## src/rtl/flbar_pkg.sv

```systemverilog
package flbar_pkg;

    // Decode outcome for one request
    typedef enum logic [1:0] {
        ACC_NONE   = 2'd0,
        ACC_DIRECT = 2'd1,
        ACC_BACK   = 2'd2,
        ACC_ERR    = 2'd3
    } acc_kind_e;

    localparam int unsigned N_MASTERS = 2;
    localparam int unsigned CORE_ID   = 0;
    localparam int unsigned ALT_ID    = 1;

endpackage

```

## src/rtl/flbar_reg.sv

```systemverilog
module flbar_reg #(
    parameter int unsigned BW = 13
) (
    input  logic          clk,
    input  logic          rst_n,
    input  logic          boot_rcon,
    input  logic [2:0]    boot_mode,
    input  logic [1:0]    boot_sel,
    input  logic          sec_flag,
    input  logic          wr_en,
    input  logic [BW-1:0] wr_base,
    input  logic          wr_valid,
    output logic [BW-1:0] base_o,
    output logic          valid_o
);

    typedef struct packed {
        logic [BW-1:0] base;
        logic          valid;
    } bar_t;

    bar_t st_d, st_q;
    logic boot_ok;

    always_comb begin
        boot_ok = (boot_rcon && ((boot_mode == 3'b110) ||
                                 ((boot_mode == 3'b111) && (boot_sel == 2'b00))))
                  || sec_flag;
        st_d = st_q;
        if (!rst_n) begin
            st_d.valid = boot_ok;
            if (boot_ok) begin
                st_d.base = '0;
            end
        end else if (wr_en) begin
            st_d.base  = wr_base;
            st_d.valid = wr_valid;
        end
    end

    always_ff @(posedge clk) begin
        st_q <= st_d;
    end

    assign base_o  = st_q.base;
    assign valid_o = st_q.valid;

    AST_SEC_FORCES_VALID: assert property (@(posedge clk) disable iff (!rst_n)
        (!$past(rst_n) && $past(sec_flag)) |-> valid_o);

    AST_BOOT_INVALID_CLEARS: assert property (@(posedge clk) disable iff (!rst_n)
        (!$past(rst_n) && !$past(boot_rcon) && !$past(sec_flag)) |-> !valid_o);

    AST_BOOT_BASE_ZERO: assert property (@(posedge clk) disable iff (!rst_n)
        (!$past(rst_n) && valid_o) |-> (base_o == '0));

    AST_BAR_HOLDS: assert property (@(posedge clk) disable iff (!rst_n)
        ($past(rst_n) && !$past(wr_en)) |-> ($stable(base_o) && $stable(valid_o)));

endmodule

```

## src/rtl/flbar_decode.sv

```systemverilog
module flbar_decode
    import flbar_pkg::*;
#(
    parameter int unsigned LOG2_BYTES = 19,
    parameter bit          IS_CORE    = 1'b1,
    parameter logic [31:0] BD_OFFSET  = 32'h0400_0000
) (
    input  logic [31:2]            addr,
    input  logic                   we,
    input  logic [31:LOG2_BYTES]   bar_base,
    input  logic                   bar_valid,
    input  logic [31:LOG2_BYTES]   periph_base,
    output acc_kind_e              kind,
    output logic [LOG2_BYTES-3:0]  idx
);

    localparam int unsigned BW = 32 - LOG2_BYTES;
    localparam logic [BW-1:0] OFF_HI = BD_OFFSET[31:LOG2_BYTES];

    logic [BW-1:0] bd_hi;
    logic          base_hit;
    logic          bd_hit;

    always_comb begin
        bd_hi    = periph_base + OFF_HI;
        base_hit = bar_valid && (addr[31:LOG2_BYTES] == bar_base);
        bd_hit   = (addr[31:LOG2_BYTES] == bd_hi);
        idx      = addr[LOG2_BYTES-1:2];
        if (IS_CORE && !we && base_hit) begin
            kind = ACC_DIRECT;
        end else if (bd_hit) begin
            kind = ACC_BACK;
        end else if (base_hit) begin
            kind = ACC_ERR;
        end else begin
            kind = ACC_NONE;
        end
    end

endmodule

```

## src/rtl/flbar_sched.sv

```systemverilog
module flbar_sched
    import flbar_pkg::*;
#(
    parameter int unsigned AW = 17
) (
    input  logic                  clk,
    input  logic                  rst_n,
    input  logic [N_MASTERS-1:0]  req_i,
    input  logic [N_MASTERS-1:0]  we_i,
    input  acc_kind_e             kind_i [N_MASTERS],
    input  logic [AW-1:0]         idx_i  [N_MASTERS],
    input  logic [31:0]           wd_i   [N_MASTERS],
    output logic                  fl_rd,
    output logic                  fl_wr,
    output logic [AW-1:0]         fl_addr,
    output logic [31:0]           fl_wdata,
    input  logic [31:0]           fl_rdata,
    output logic [N_MASTERS-1:0]  rdy_o,
    output logic [N_MASTERS-1:0]  err_o,
    output logic [31:0]           rdata_o [N_MASTERS]
);

    typedef struct packed {
        logic          vld;
        logic          we;
        acc_kind_e     kind;
        logic [AW-1:0] idx;
        logic [31:0]   wd;
    } req_t;

    typedef struct packed {
        logic          vld;
        logic          who;
        logic          we;
        logic [AW-1:0] idx;
        logic [31:0]   wd;
    } lane_t;

    typedef struct packed {
        req_t                 pend;
        lane_t                bd1;
        lane_t                bd2;
        logic                 iss_vld;
        logic                 iss_who;
        logic                 iss_we;
        logic [N_MASTERS-1:0] errp;
    } st_t;

    st_t   st_d, st_q;
    req_t  cur_c, cur_m;
    logic  c_bd, m_bd, c_dir_go, c_taken;

    always_comb begin
        st_d = st_q;

        // core request: a held one takes precedence over the input pins
        if (st_q.pend.vld) begin
            cur_c = st_q.pend;
        end else begin
            cur_c.vld  = req_i[CORE_ID];
            cur_c.we   = we_i[CORE_ID];
            cur_c.kind = kind_i[CORE_ID];
            cur_c.idx  = idx_i[CORE_ID];
            cur_c.wd   = wd_i[CORE_ID];
        end
        cur_m.vld  = req_i[ALT_ID];
        cur_m.we   = we_i[ALT_ID];
        cur_m.kind = kind_i[ALT_ID];
        cur_m.idx  = idx_i[ALT_ID];
        cur_m.wd   = wd_i[ALT_ID];

        c_bd     = cur_c.vld && (cur_c.kind == ACC_BACK);
        m_bd     = cur_m.vld && (cur_m.kind == ACC_BACK);
        c_dir_go = cur_c.vld && (cur_c.kind == ACC_DIRECT) && !st_q.bd2.vld;

        // flash port: delayed backdoor access first, then a direct read
        fl_rd    = 1'b0;
        fl_wr    = 1'b0;
        fl_addr  = '0;
        fl_wdata = '0;
        st_d.iss_vld = 1'b0;
        st_d.iss_who = 1'b0;
        st_d.iss_we  = 1'b0;
        if (st_q.bd2.vld) begin
            fl_rd    = !st_q.bd2.we;
            fl_wr    = st_q.bd2.we;
            fl_addr  = st_q.bd2.idx;
            fl_wdata = st_q.bd2.wd;
            st_d.iss_vld = 1'b1;
            st_d.iss_who = st_q.bd2.who;
            st_d.iss_we  = st_q.bd2.we;
        end else if (c_dir_go) begin
            fl_rd    = 1'b1;
            fl_addr  = cur_c.idx;
            st_d.iss_vld = 1'b1;
            st_d.iss_who = 1'(CORE_ID);
            st_d.iss_we  = 1'b0;
        end

        // backdoor delay line, one entry per cycle, second master first
        st_d.bd2 = st_q.bd1;
        st_d.bd1 = '0;
        if (m_bd) begin
            st_d.bd1.vld = 1'b1;
            st_d.bd1.who = 1'(ALT_ID);
            st_d.bd1.we  = cur_m.we;
            st_d.bd1.idx = cur_m.idx;
            st_d.bd1.wd  = cur_m.wd;
        end else if (c_bd) begin
            st_d.bd1.vld = 1'b1;
            st_d.bd1.who = 1'(CORE_ID);
            st_d.bd1.we  = cur_c.we;
            st_d.bd1.idx = cur_c.idx;
            st_d.bd1.wd  = cur_c.wd;
        end

        c_taken = c_dir_go || (c_bd && !m_bd) ||
                  (cur_c.vld && ((cur_c.kind == ACC_ERR) || (cur_c.kind == ACC_NONE)));
        st_d.pend     = cur_c;
        st_d.pend.vld = cur_c.vld && !c_taken;

        st_d.errp[CORE_ID] = cur_c.vld && (cur_c.kind == ACC_ERR);
        st_d.errp[ALT_ID]  = cur_m.vld && (cur_m.kind == ACC_ERR);

        if (!rst_n) begin
            st_d.pend.vld = 1'b0;
            st_d.bd1.vld  = 1'b0;
            st_d.bd2.vld  = 1'b0;
            st_d.iss_vld  = 1'b0;
            st_d.errp     = '0;
        end
    end

    always_ff @(posedge clk) begin
        st_q <= st_d;
    end

    for (genvar g = 0; g < N_MASTERS; g++) begin : g_rsp
        logic done;
        assign done       = st_q.iss_vld && (st_q.iss_who == 1'(g));
        assign rdy_o[g]   = done || st_q.errp[g];
        assign err_o[g]   = st_q.errp[g];
        assign rdata_o[g] = (done && !st_q.iss_we) ? fl_rdata : 32'h0;
    end

    AST_PORT_USE_ANSWERED: assert property (@(posedge clk) disable iff (!rst_n)
        (fl_rd || fl_wr) |=> (rdy_o != '0));

    AST_ERR_NO_FLASH_DATA: assert property (@(posedge clk) disable iff (!rst_n)
        (err_o[ALT_ID] || err_o[CORE_ID]) |-> !(st_q.iss_vld && err_o[st_q.iss_who]));

endmodule

```

## src/rtl/flash_bar_decoder.sv

```systemverilog
module flash_bar_decoder
    import flbar_pkg::*;
#(
    parameter int unsigned LOG2_BYTES = 19,
    parameter logic [31:0] BD_OFFSET  = 32'h0400_0000,
    localparam int unsigned BW = 32 - LOG2_BYTES,
    localparam int unsigned AW = LOG2_BYTES - 2
) (
    input  logic          clk,
    input  logic          rst_n,
    input  logic          boot_rcon,
    input  logic [2:0]    boot_mode,
    input  logic [1:0]    boot_sel,
    input  logic          sec_flag,
    input  logic [BW-1:0] periph_base,
    input  logic          bar_we,
    input  logic [BW-1:0] bar_wbase,
    input  logic          bar_wvalid,
    output logic [BW-1:0] bar_rbase,
    output logic          bar_rvalid,
    input  logic          core_req,
    input  logic          core_we,
    input  logic [29:0]   core_addr,
    input  logic [31:0]   core_wdata,
    output logic          core_rdy,
    output logic          core_err,
    output logic [31:0]   core_rdata,
    input  logic          alt_req,
    input  logic          alt_we,
    input  logic [29:0]   alt_addr,
    input  logic [31:0]   alt_wdata,
    output logic          alt_rdy,
    output logic          alt_err,
    output logic [31:0]   alt_rdata,
    output logic          fl_rd,
    output logic          fl_wr,
    output logic [AW-1:0] fl_addr,
    output logic [31:0]   fl_wdata,
    input  logic [31:0]   fl_rdata
);

    logic [BW-1:0]        base_q;
    logic                 valid_q;
    logic [29:0]          m_addr [N_MASTERS];
    logic [N_MASTERS-1:0] m_req, m_we, m_rdy, m_err;
    logic [31:0]          m_wd    [N_MASTERS];
    logic [31:0]          m_rdata [N_MASTERS];
    acc_kind_e            m_kind  [N_MASTERS];
    logic [AW-1:0]        m_idx   [N_MASTERS];

    flbar_reg #(.BW(BW)) u_reg (
        .clk      (clk),
        .rst_n    (rst_n),
        .boot_rcon(boot_rcon),
        .boot_mode(boot_mode),
        .boot_sel (boot_sel),
        .sec_flag (sec_flag),
        .wr_en    (bar_we),
        .wr_base  (bar_wbase),
        .wr_valid (bar_wvalid),
        .base_o   (base_q),
        .valid_o  (valid_q)
    );

    assign bar_rbase  = base_q;
    assign bar_rvalid = valid_q;

    assign m_addr[CORE_ID] = core_addr;
    assign m_addr[ALT_ID]  = alt_addr;
    assign m_wd[CORE_ID]   = core_wdata;
    assign m_wd[ALT_ID]    = alt_wdata;
    assign m_req = {alt_req, core_req};
    assign m_we  = {alt_we, core_we};

    for (genvar g = 0; g < N_MASTERS; g++) begin : g_dec
        flbar_decode #(
            .LOG2_BYTES(LOG2_BYTES),
            .IS_CORE   (g == CORE_ID),
            .BD_OFFSET (BD_OFFSET)
        ) u_dec (
            .addr       (m_addr[g]),
            .we         (m_we[g]),
            .bar_base   (base_q),
            .bar_valid  (valid_q),
            .periph_base(periph_base),
            .kind       (m_kind[g]),
            .idx        (m_idx[g])
        );
    end

    flbar_sched #(.AW(AW)) u_sched (
        .clk     (clk),
        .rst_n   (rst_n),
        .req_i   (m_req),
        .we_i    (m_we),
        .kind_i  (m_kind),
        .idx_i   (m_idx),
        .wd_i    (m_wd),
        .fl_rd   (fl_rd),
        .fl_wr   (fl_wr),
        .fl_addr (fl_addr),
        .fl_wdata(fl_wdata),
        .fl_rdata(fl_rdata),
        .rdy_o   (m_rdy),
        .err_o   (m_err),
        .rdata_o (m_rdata)
    );

    assign core_rdy   = m_rdy[CORE_ID];
    assign core_err   = m_err[CORE_ID];
    assign core_rdata = m_rdata[CORE_ID];
    assign alt_rdy    = m_rdy[ALT_ID];
    assign alt_err    = m_err[ALT_ID];
    assign alt_rdata  = m_rdata[ALT_ID];

    AST_ALT_BD_LATENCY: assert property (@(posedge clk) disable iff (!rst_n)
        (alt_rdy && !alt_err) |-> $past(alt_req, 3));

    AST_ALT_ERR_TIMING: assert property (@(posedge clk) disable iff (!rst_n)
        alt_err |-> $past(alt_req));

    AST_CORE_ERR_TIMING: assert property (@(posedge clk) disable iff (!rst_n)
        core_err |-> ($past(core_req) && $past(core_we)));

    AST_ONE_FLASH_OP: assert property (@(posedge clk) disable iff (!rst_n)
        $onehot0({fl_rd, fl_wr}));

endmodule

```

## config.mk

```make
export PLATFORM = sky130hd
export DESIGN_NAME = flash_bar_decoder
export DESIGN_NICKNAME = d
export VERILOG_FILES = /design/src/rtl/flbar_pkg.sv /design/src/rtl/flbar_reg.sv /design/src/rtl/flbar_decode.sv /design/src/rtl/flbar_sched.sv /design/src/rtl/flash_bar_decoder.sv
export SDC_FILE = /design/constraint.sdc
export NUM_CORES = 1
export LEC_CHECK = 0
export BUFFER_PORTS_ARGS = -buffer_cell sky130_fd_sc_hd__buf_2
export CAP_MARGIN = 10
export CORE_UTILIZATION = 44
export CTS_BUF_LIST = sky130_fd_sc_hd__clkbuf_8
export DETAILED_ROUTE_END_ITERATION = 8
export PLACE_DENSITY = 0.78
export SETUP_SLACK_MARGIN = 0.2
export SYNTH_ARGS = -nofsm -noshare
export SYNTH_HDL_FRONTEND = slang
export SYNTH_HIERARCHICAL = 1
export SYNTH_SLANG_ARGS = --single-unit
export TNS_END_PERCENT = 50
```

## constraint.sdc

```tcl
create_clock -name clk -period 2.4 [get_ports clk]
set_input_delay 0.24 -clock clk [delete_from_list [all_inputs] [get_ports clk]]
set_output_delay 0.24 -clock clk [all_outputs]
set_load 0.02 [all_outputs]
```

======== Yosys cells after proc, flatten, opt, wreduce, memory -nomap -nowiden ========
Index checks and enable logic that the tools add are counted.
storage, ports and cells
  flip-flop bits (word level) ............. 176
  bits of input ports ..................... 197
  output and inout port bits .............. 133
  word-level logic and storage cells ...... 91
cells by class
  add/sub/neg operators ................... 1
  equality and inequality tests ........... 12
  multiplexer cells ....................... 21
  bitwise logic cells ..................... 1
  reduce and logical (&&, ||, !) cells .... 35
operator list
  operator                                                         number
  52-bit two-way mux                                               2
  32-bit two-way mux                                               3
  53-bit two-way mux                                               1
  13-bit == test                                                   4
  17-bit two-way mux                                               2
  14-bit two-way mux                                               2
  1-bit logical AND                                                18
  13-bit by 8-bit adder with 13-bit output, second input constant  1
  13-bit two-way mux                                               1
  2-bit two-way mux                                                5
  2-bit == test, second input constant                             4
  1-bit logical OR                                                 7
  3-bit == test, second input constant                             2
  1-bit zero test                                                  6
  3-bit two-way mux                                                2
  2-bit zero test                                                  2
  1-bit two-way mux                                                3
  2-bit by 1-bit == test with 1-bit output, second input constant  1
  2-bit by 1-bit != test with 1-bit output, second input constant  1
  2-bit AND reduction                                              1
  2-bit nonzero test                                               1
  1-bit inverter                                                   1

======== Logic depth before layout (Yosys ltp) ========
  depth after elaboration ................. 13
  mapped depth ............................ 13
  gate-level depth less buffers ........... 12

======== Modules after synthesis ========
The synthesis kept the hierarchy.
by module, submodules not included
  module                          times used  cells each  area each (um^2)  sequential area each (um^2)
  flbar_sched                     1           472         5,571.6           3,243.1
  flbar_reg                       1           36          590.6             420.4
  flbar_decode at g_dec[0].u_dec  1           67          526.8             0.0
  flbar_decode at g_dec[1].u_dec  1           68          513.0             0.0

======== Worst setup path after synthesis ========
Ideal clock, no wire load.
  path kind ............................... register -> output
  from .................................... register u_reg.st_q, in the netlist u_reg/base_o[5]
  to ...................................... output port fl_addr[0]
  arrival time ............................ 2,404 ps
  required time ........................... 2,160 ps
  setup slack ............................. -244 ps
  stages on the path, launching flop included .. 11
  buffers on the path ..................... 0
  cells stage by stage .................... edfxtp_1 > xnor2_1 > nand4_1 > nor4_1 > inv_1 > a31o_1 > mux2i_1 > ha_1 > o21ai_1 > nand2b_4 > o21ai_0
RTL lines
  what                    line                     source
  start, declared         flbar_reg.sv:22          bar_t st_d, st_q;
  start signal, assigned  flbar_reg.sv:42          st_q <= st_d;
  end, declared           flash_bar_decoder.sv:37  output logic [AW-1:0] fl_addr,

==> flow_results.xml <==
<?xml version="1.0" encoding="UTF-8"?>
<metrics>
  <group name="yosys">
    <metric name="synth_top_family_by_area" unit="">simple AND/OR/NAND/NOR gates</metric>
    <metric name="yosysTopAreaCellShare" unit="">0.450</metric>
    <metric name="synthesis.area" unit="sq um">7200</metric>
    <metric name="most_common_cell_in_the_netlist" unit="">sky130_fd_sc_hd__dfxtp_1</metric>
    <metric name="synth-compound-area-share" unit="">0.0916</metric>
    <metric name="synth_xor_area_frac" unit="">0.0681</metric>
    <metric name="ys_seq_elements" unit="">176</metric>
    <metric name="asyncSetResetFlopFracSynth" unit="">0</metric>
    <metric name="synth_fp_nets" unit="">845</metric>
    <metric name="yosys-top-cells-area" unit="">sky130_fd_sc_hd__dfxtp_1, sky130_fd_sc_hd__and2_1, sky130_fd_sc_hd__mux2_4, sky130_fd_sc_hd__a22o_1, sky130_fd_sc_hd__edfxtp_1</metric>
    <metric name="synth-warning-count" unit="">6</metric>
    <metric name="synth-simple-area-share" unit="">0.150</metric>
    <metric name="synth_top_flop_cell" unit="">sky130_fd_sc_hd__dfxtp_1</metric>
    <metric name="synth_enable_flop_cells" unit="">14</metric>
    <metric name="netlist.top_cell.by_area" unit="">sky130_fd_sc_hd__dfxtp_1</metric>
    <metric name="yosys-mux-area-fraction" unit="">0.0964</metric>
    <metric name="avg_cell_area_syn" unit="sq um">11.2</metric>
    <metric name="synth_commonest_cells" unit="">sky130_fd_sc_hd__dfxtp_1, sky130_fd_sc_hd__and2_1, sky130_fd_sc_hd__a22o_1, sky130_fd_sc_hd__xnor2_1, sky130_fd_sc_hd__buf_4</metric>
    <metric name="netlist_instances" unit="">643</metric>
    <metric name="synth_sequential_area_ratio" unit="">0.509</metric>
    <metric name="synth_adder_area_share" unit="">0.00869</metric>
    <metric name="synthDistinctLibCells" unit="">50</metric>
  </group>
  <group name="worst_setup_path">
    <metric name="cp.buffers_inverters" unit="">4</metric>
    <metric name="timing.reg2reg.worst_path_depth" unit="">16</metric>
    <metric name="crit_path_end_kind" unit="">primary output</metric>
    <metric name="path_cells" unit="">xnor2_1, nand4_1, nor4_2, buf_4, inv_2, a31o_1, mux2i_2, ha_2, o21ai_4, nand2b_4, buf_12, o21ai_1, buf_4</metric>
    <metric name="timing.rr.start" unit="">u_reg/base_o[0]</metric>
    <metric name="crit-reg2reg-capture" unit="">u_sched/st_d[24]</metric>
    <metric name="max_stage_delay" unit="ns">0.42</metric>
    <metric name="kind_of_cell_with_the_highest_combined_delay_on_the_critical_path" unit="">simple AND/OR/NAND/NOR gates</metric>
    <metric name="critPathLaunchType" unit="">flop</metric>
    <metric name="slowest_cell_on_the_critical_path" unit="">sky130_fd_sc_hd__edfxtp_1</metric>
    <metric name="worst-endpoint-required" unit="ns">2.16</metric>
    <metric name="critical_path_start_end_classification" unit="">flop to primary output</metric>
    <metric name="reg2reg_setup_slack" unit="ns">-0.40</metric>
    <metric name="timing.critical_path.fanout_max" unit="">11</metric>
    <metric name="timing.critical_path.arrival" unit="ns">2.98</metric>
    <metric name="crit_top_cell" unit="">sky130_fd_sc_hd__buf_4</metric>
  </group>
  <group name="timing">
    <metric name="period_needed" unit="ns">3.22</metric>
    <metric name="final_hold_viol_count" unit="">0</metric>
    <metric name="maxSlewHeadroom" unit="">0.653</metric>
    <metric name="timing.final.max_slew_violations" unit="">0</metric>
    <metric name="achievable-frequency" unit="GHz">0.311</metric>
    <metric name="worst_clock_skew" unit="ns">0.0140</metric>
    <metric name="final.setup.worst_slack" unit="ns">-0.818</metric>
    <metric name="period_share" unit="">1.34</metric>
    <metric name="rsz0062_at_grt" unit="">true</metric>
    <metric name="slew_worst_pin" unit="ns">0.521</metric>
    <metric name="final-setup-viol-count" unit="">69</metric>
    <metric name="timing.setup.tns" unit="ns">-29.87</metric>
  </group>
  <group name="floorplanning">
    <metric name="die_area" unit="sq um">16900</metric>
    <metric name="floorplan.io_pins" unit="">330</metric>
    <metric name="design.core.area" unit="sq um">15900</metric>
    <metric name="initial_utilization" unit="">0.452</metric>
    <metric name="core.rowCount" unit="">46</metric>
    <metric name="die-width" unit="microns">130</metric>
    <metric name="die_height" unit="microns">130</metric>
  </group>
  <group name="final_layout">
    <metric name="final-instance-count-excl-fill" unit="">1269</metric>
    <metric name="nNetsFinal" unit="">1242</metric>
    <metric name="layout-area-overhead-vs-synth" unit="%">47.4</metric>
    <metric name="stdcell_area" unit="sq um">10600</metric>
    <metric name="layout-drive-gt1-share" unit="">0.480</metric>
    <metric name="post-route-util" unit="">0.666</metric>
    <metric name="multi_input_area" unit="sq um">3250</metric>
    <metric name="antennaDiodeCount" unit="">0</metric>
    <metric name="fill_cells" unit="">1196</metric>
    <metric name="sequential_cell_area" unit="sq um">3670</metric>
  </group>
  <group name="place">
    <metric name="place_hpwl" unit="mm">13.4</metric>
    <metric name="place_area" unit="sq um">9220</metric>
    <metric name="place.gp.congestion" unit="">0.899</metric>
    <metric name="numPortBuffers" unit="">329</metric>
    <metric name="post-place-cells" unit="">1170</metric>
  </group>
  <group name="grt">
    <metric name="number_of_antenna_violations_at_the_first_check_in_global_routing" unit="">0</metric>
    <metric name="first_pass_grt_wire_length" unit="mm">28.7</metric>
    <metric name="grt_pass1_vias" unit="">5658</metric>
    <metric name="groute.usage.overall" unit="">0.225</metric>
    <metric name="maximum_number_of_pins_on_one_net_before_global_route_repair" unit="">54</metric>
    <metric name="grt_overflow_total" unit="">0</metric>
  </group>
  <group name="clock_tree">
    <metric name="clock-root-buffer" unit="">sky130_fd_sc_hd__clkbuf_8</metric>
    <metric name="clock_insertion_delay_worst_skew" unit="ns">0.44</metric>
    <metric name="cts.htree.levels" unit="">4</metric>
    <metric name="cts_inserted_buffers" unit="">17</metric>
    <metric name="clock-sinks" unit="">176</metric>
    <metric name="path_clk_slew" unit="ns">0.10</metric>
    <metric name="ctsLongestPathBuffers" unit="">2</metric>
    <metric name="tritoncts" unit="">done</metric>
  </group>
  <group name="drt">
    <metric name="dr_total_vias" unit="">5990</metric>
    <metric name="drtAntennaViolNets" unit="">0</metric>
    <metric name="viasPerCell" unit="">4.72</metric>
    <metric name="wire_per_inst" unit="microns">16.2</metric>
    <metric name="dr.first_iter.drc_count" unit="">184</metric>
    <metric name="routed_wl" unit="mm">20.5</metric>
    <metric name="detailedRoute.firstPassIterationCount" unit="">4</metric>
    <metric name="drcViolationCount" unit="">0</metric>
  </group>
  <group name="worst_hold_path">
    <metric name="hold_path_depth" unit="">2</metric>
    <metric name="worst_hold_startpoint" unit="">core_wdata[6]</metric>
    <metric name="hp-class" unit="">input port to flop</metric>
    <metric name="whs_endpoint" unit="">u_sched/st_q[115]</metric>
  </group>
  <group name="pwr">
    <metric name="power-per-cell-area" unit="nW/um^2">541</metric>
    <metric name="p_leak" unit="uW">0.00505</metric>
    <metric name="peak_supply_drop" unit="uV">436</metric>
  </group>
  <group name="outcome">
    <metric name="failed_checks" unit="">negative setup slack</metric>
    <metric name="status" unit="">finished, violations left</metric>
  </group>
  <group name="flow_run">
    <metric name="max-cap-violations" unit="">0</metric>
  </group>
</metrics>
-- per-stage QoR --
stage | power (uW) | setup WS, ns | hold slack (ns)
floorplan | 3440 | -0.0942 | 0.310
global placement | 3710 | -0.358 | 0.310
detailed placement | 3720 | -0.420 | 0.312
CTS | 5770 | -0.823 | 0.000487
global route | 5960 | -0.996 | 0.00244
finish | 5740 | -0.818 | 0.0340
-- state kept, by name (all words and copies together), names as in the netlist --
signal and cells:
u_reg/valid_o 1, u_reg/base_o 13, u_sched/err_o 2, u_sched/st_d 51, u_sched/st_q 109
-- worst max-delay path by stage --
stage	from	end	cells past startpoint
after floorplan	u_reg/base_o[6]	fl_addr[0]	10
after global placement	periph_base[7]	fl_addr[3]	15
after detailed placement	periph_base[7]	fl_addr[2]	15
after CTS	u_reg/base_o[6]	fl_addr[2]	13
after global routing	u_reg/base_o[6]	fl_addr[1]	14
final	u_reg/base_o[0]	fl_addr[2]	13
-- what timing repair did --
item / CTS / global route
gates resized for setup: 18 / 50
buffers inserted: 3 / 4
hold buffers: 50 / 5
setup endpoints to repair: 70 / 73
pin swaps: 8 / 18
cloned: 3 / 2
hold endpoints to repair: 50 / 5
-- placed cells by master, fill, tap and decap left out, drive strengths merged, types with 5 or more instances in the layout --
cell type | synthesis | layout
edfxtp | 14 | 14
nand4 | 8 | 8
and2 | 114 | 114
nor2 | 5 | 5
nand2 | 21 | 21
xnor2 | 45 | 45
dfxtp | 162 | 162
clkinv | 0 | 6
inv | 25 | 32
ha | 5 | 5
nand3 | 5 | 5
a22o | 50 | 50
mux2 | 33 | 33
nor4 | 6 | 6
buf | 52 | 388
dlygate4sd3 | 0 | 55
o21ai | 24 | 24
mux2i | 21 | 21
clkbuf | 15 | 20
xor2 | 11 | 11
-- metal layers --
layer | vias up | global-route usage | share of wire
met3 | 40 | 0.0603 | 0.066
met4 | 0 | 0.107 | 0.029
met5 | - | 0 | 0
met2 | 256 | 0.383 | 0.51
met1 | 2767 | 0.263 | 0.40
li1 | 2927 | - | -
-- cell families after synthesis --
logic type / count (synthesis)
xor+xnor: 56
simple gates: 173
flops: 176
fa+ha+maj: 5
mux: 54
buf+inv: 92
compound gates: 87
-- power breakdown --
| group | switching (uW) | internal (uW) |
|---|---|---|
| sequential | 31.4 | 3030 |
| clock | 1180 | 805 |
| combinational | 302 | 391 |
| total | 1510 | 4230 |
-- area by class of cell --
| cell class | instances | area share |
|---|---|---|
| inverter | 25 | 0.00908 |
| clock buffer | 18 | 0.0233 |
| tap | 216 | 0.0255 |
| multi-input combinational | 375 | 0.306 |
| clock inverter | 14 | 0.0134 |
| timing repair buffer | 445 | 0.277 |
| sequential | 176 | 0.346 |
Note: power is estimated with default switching activity, not from simulation.
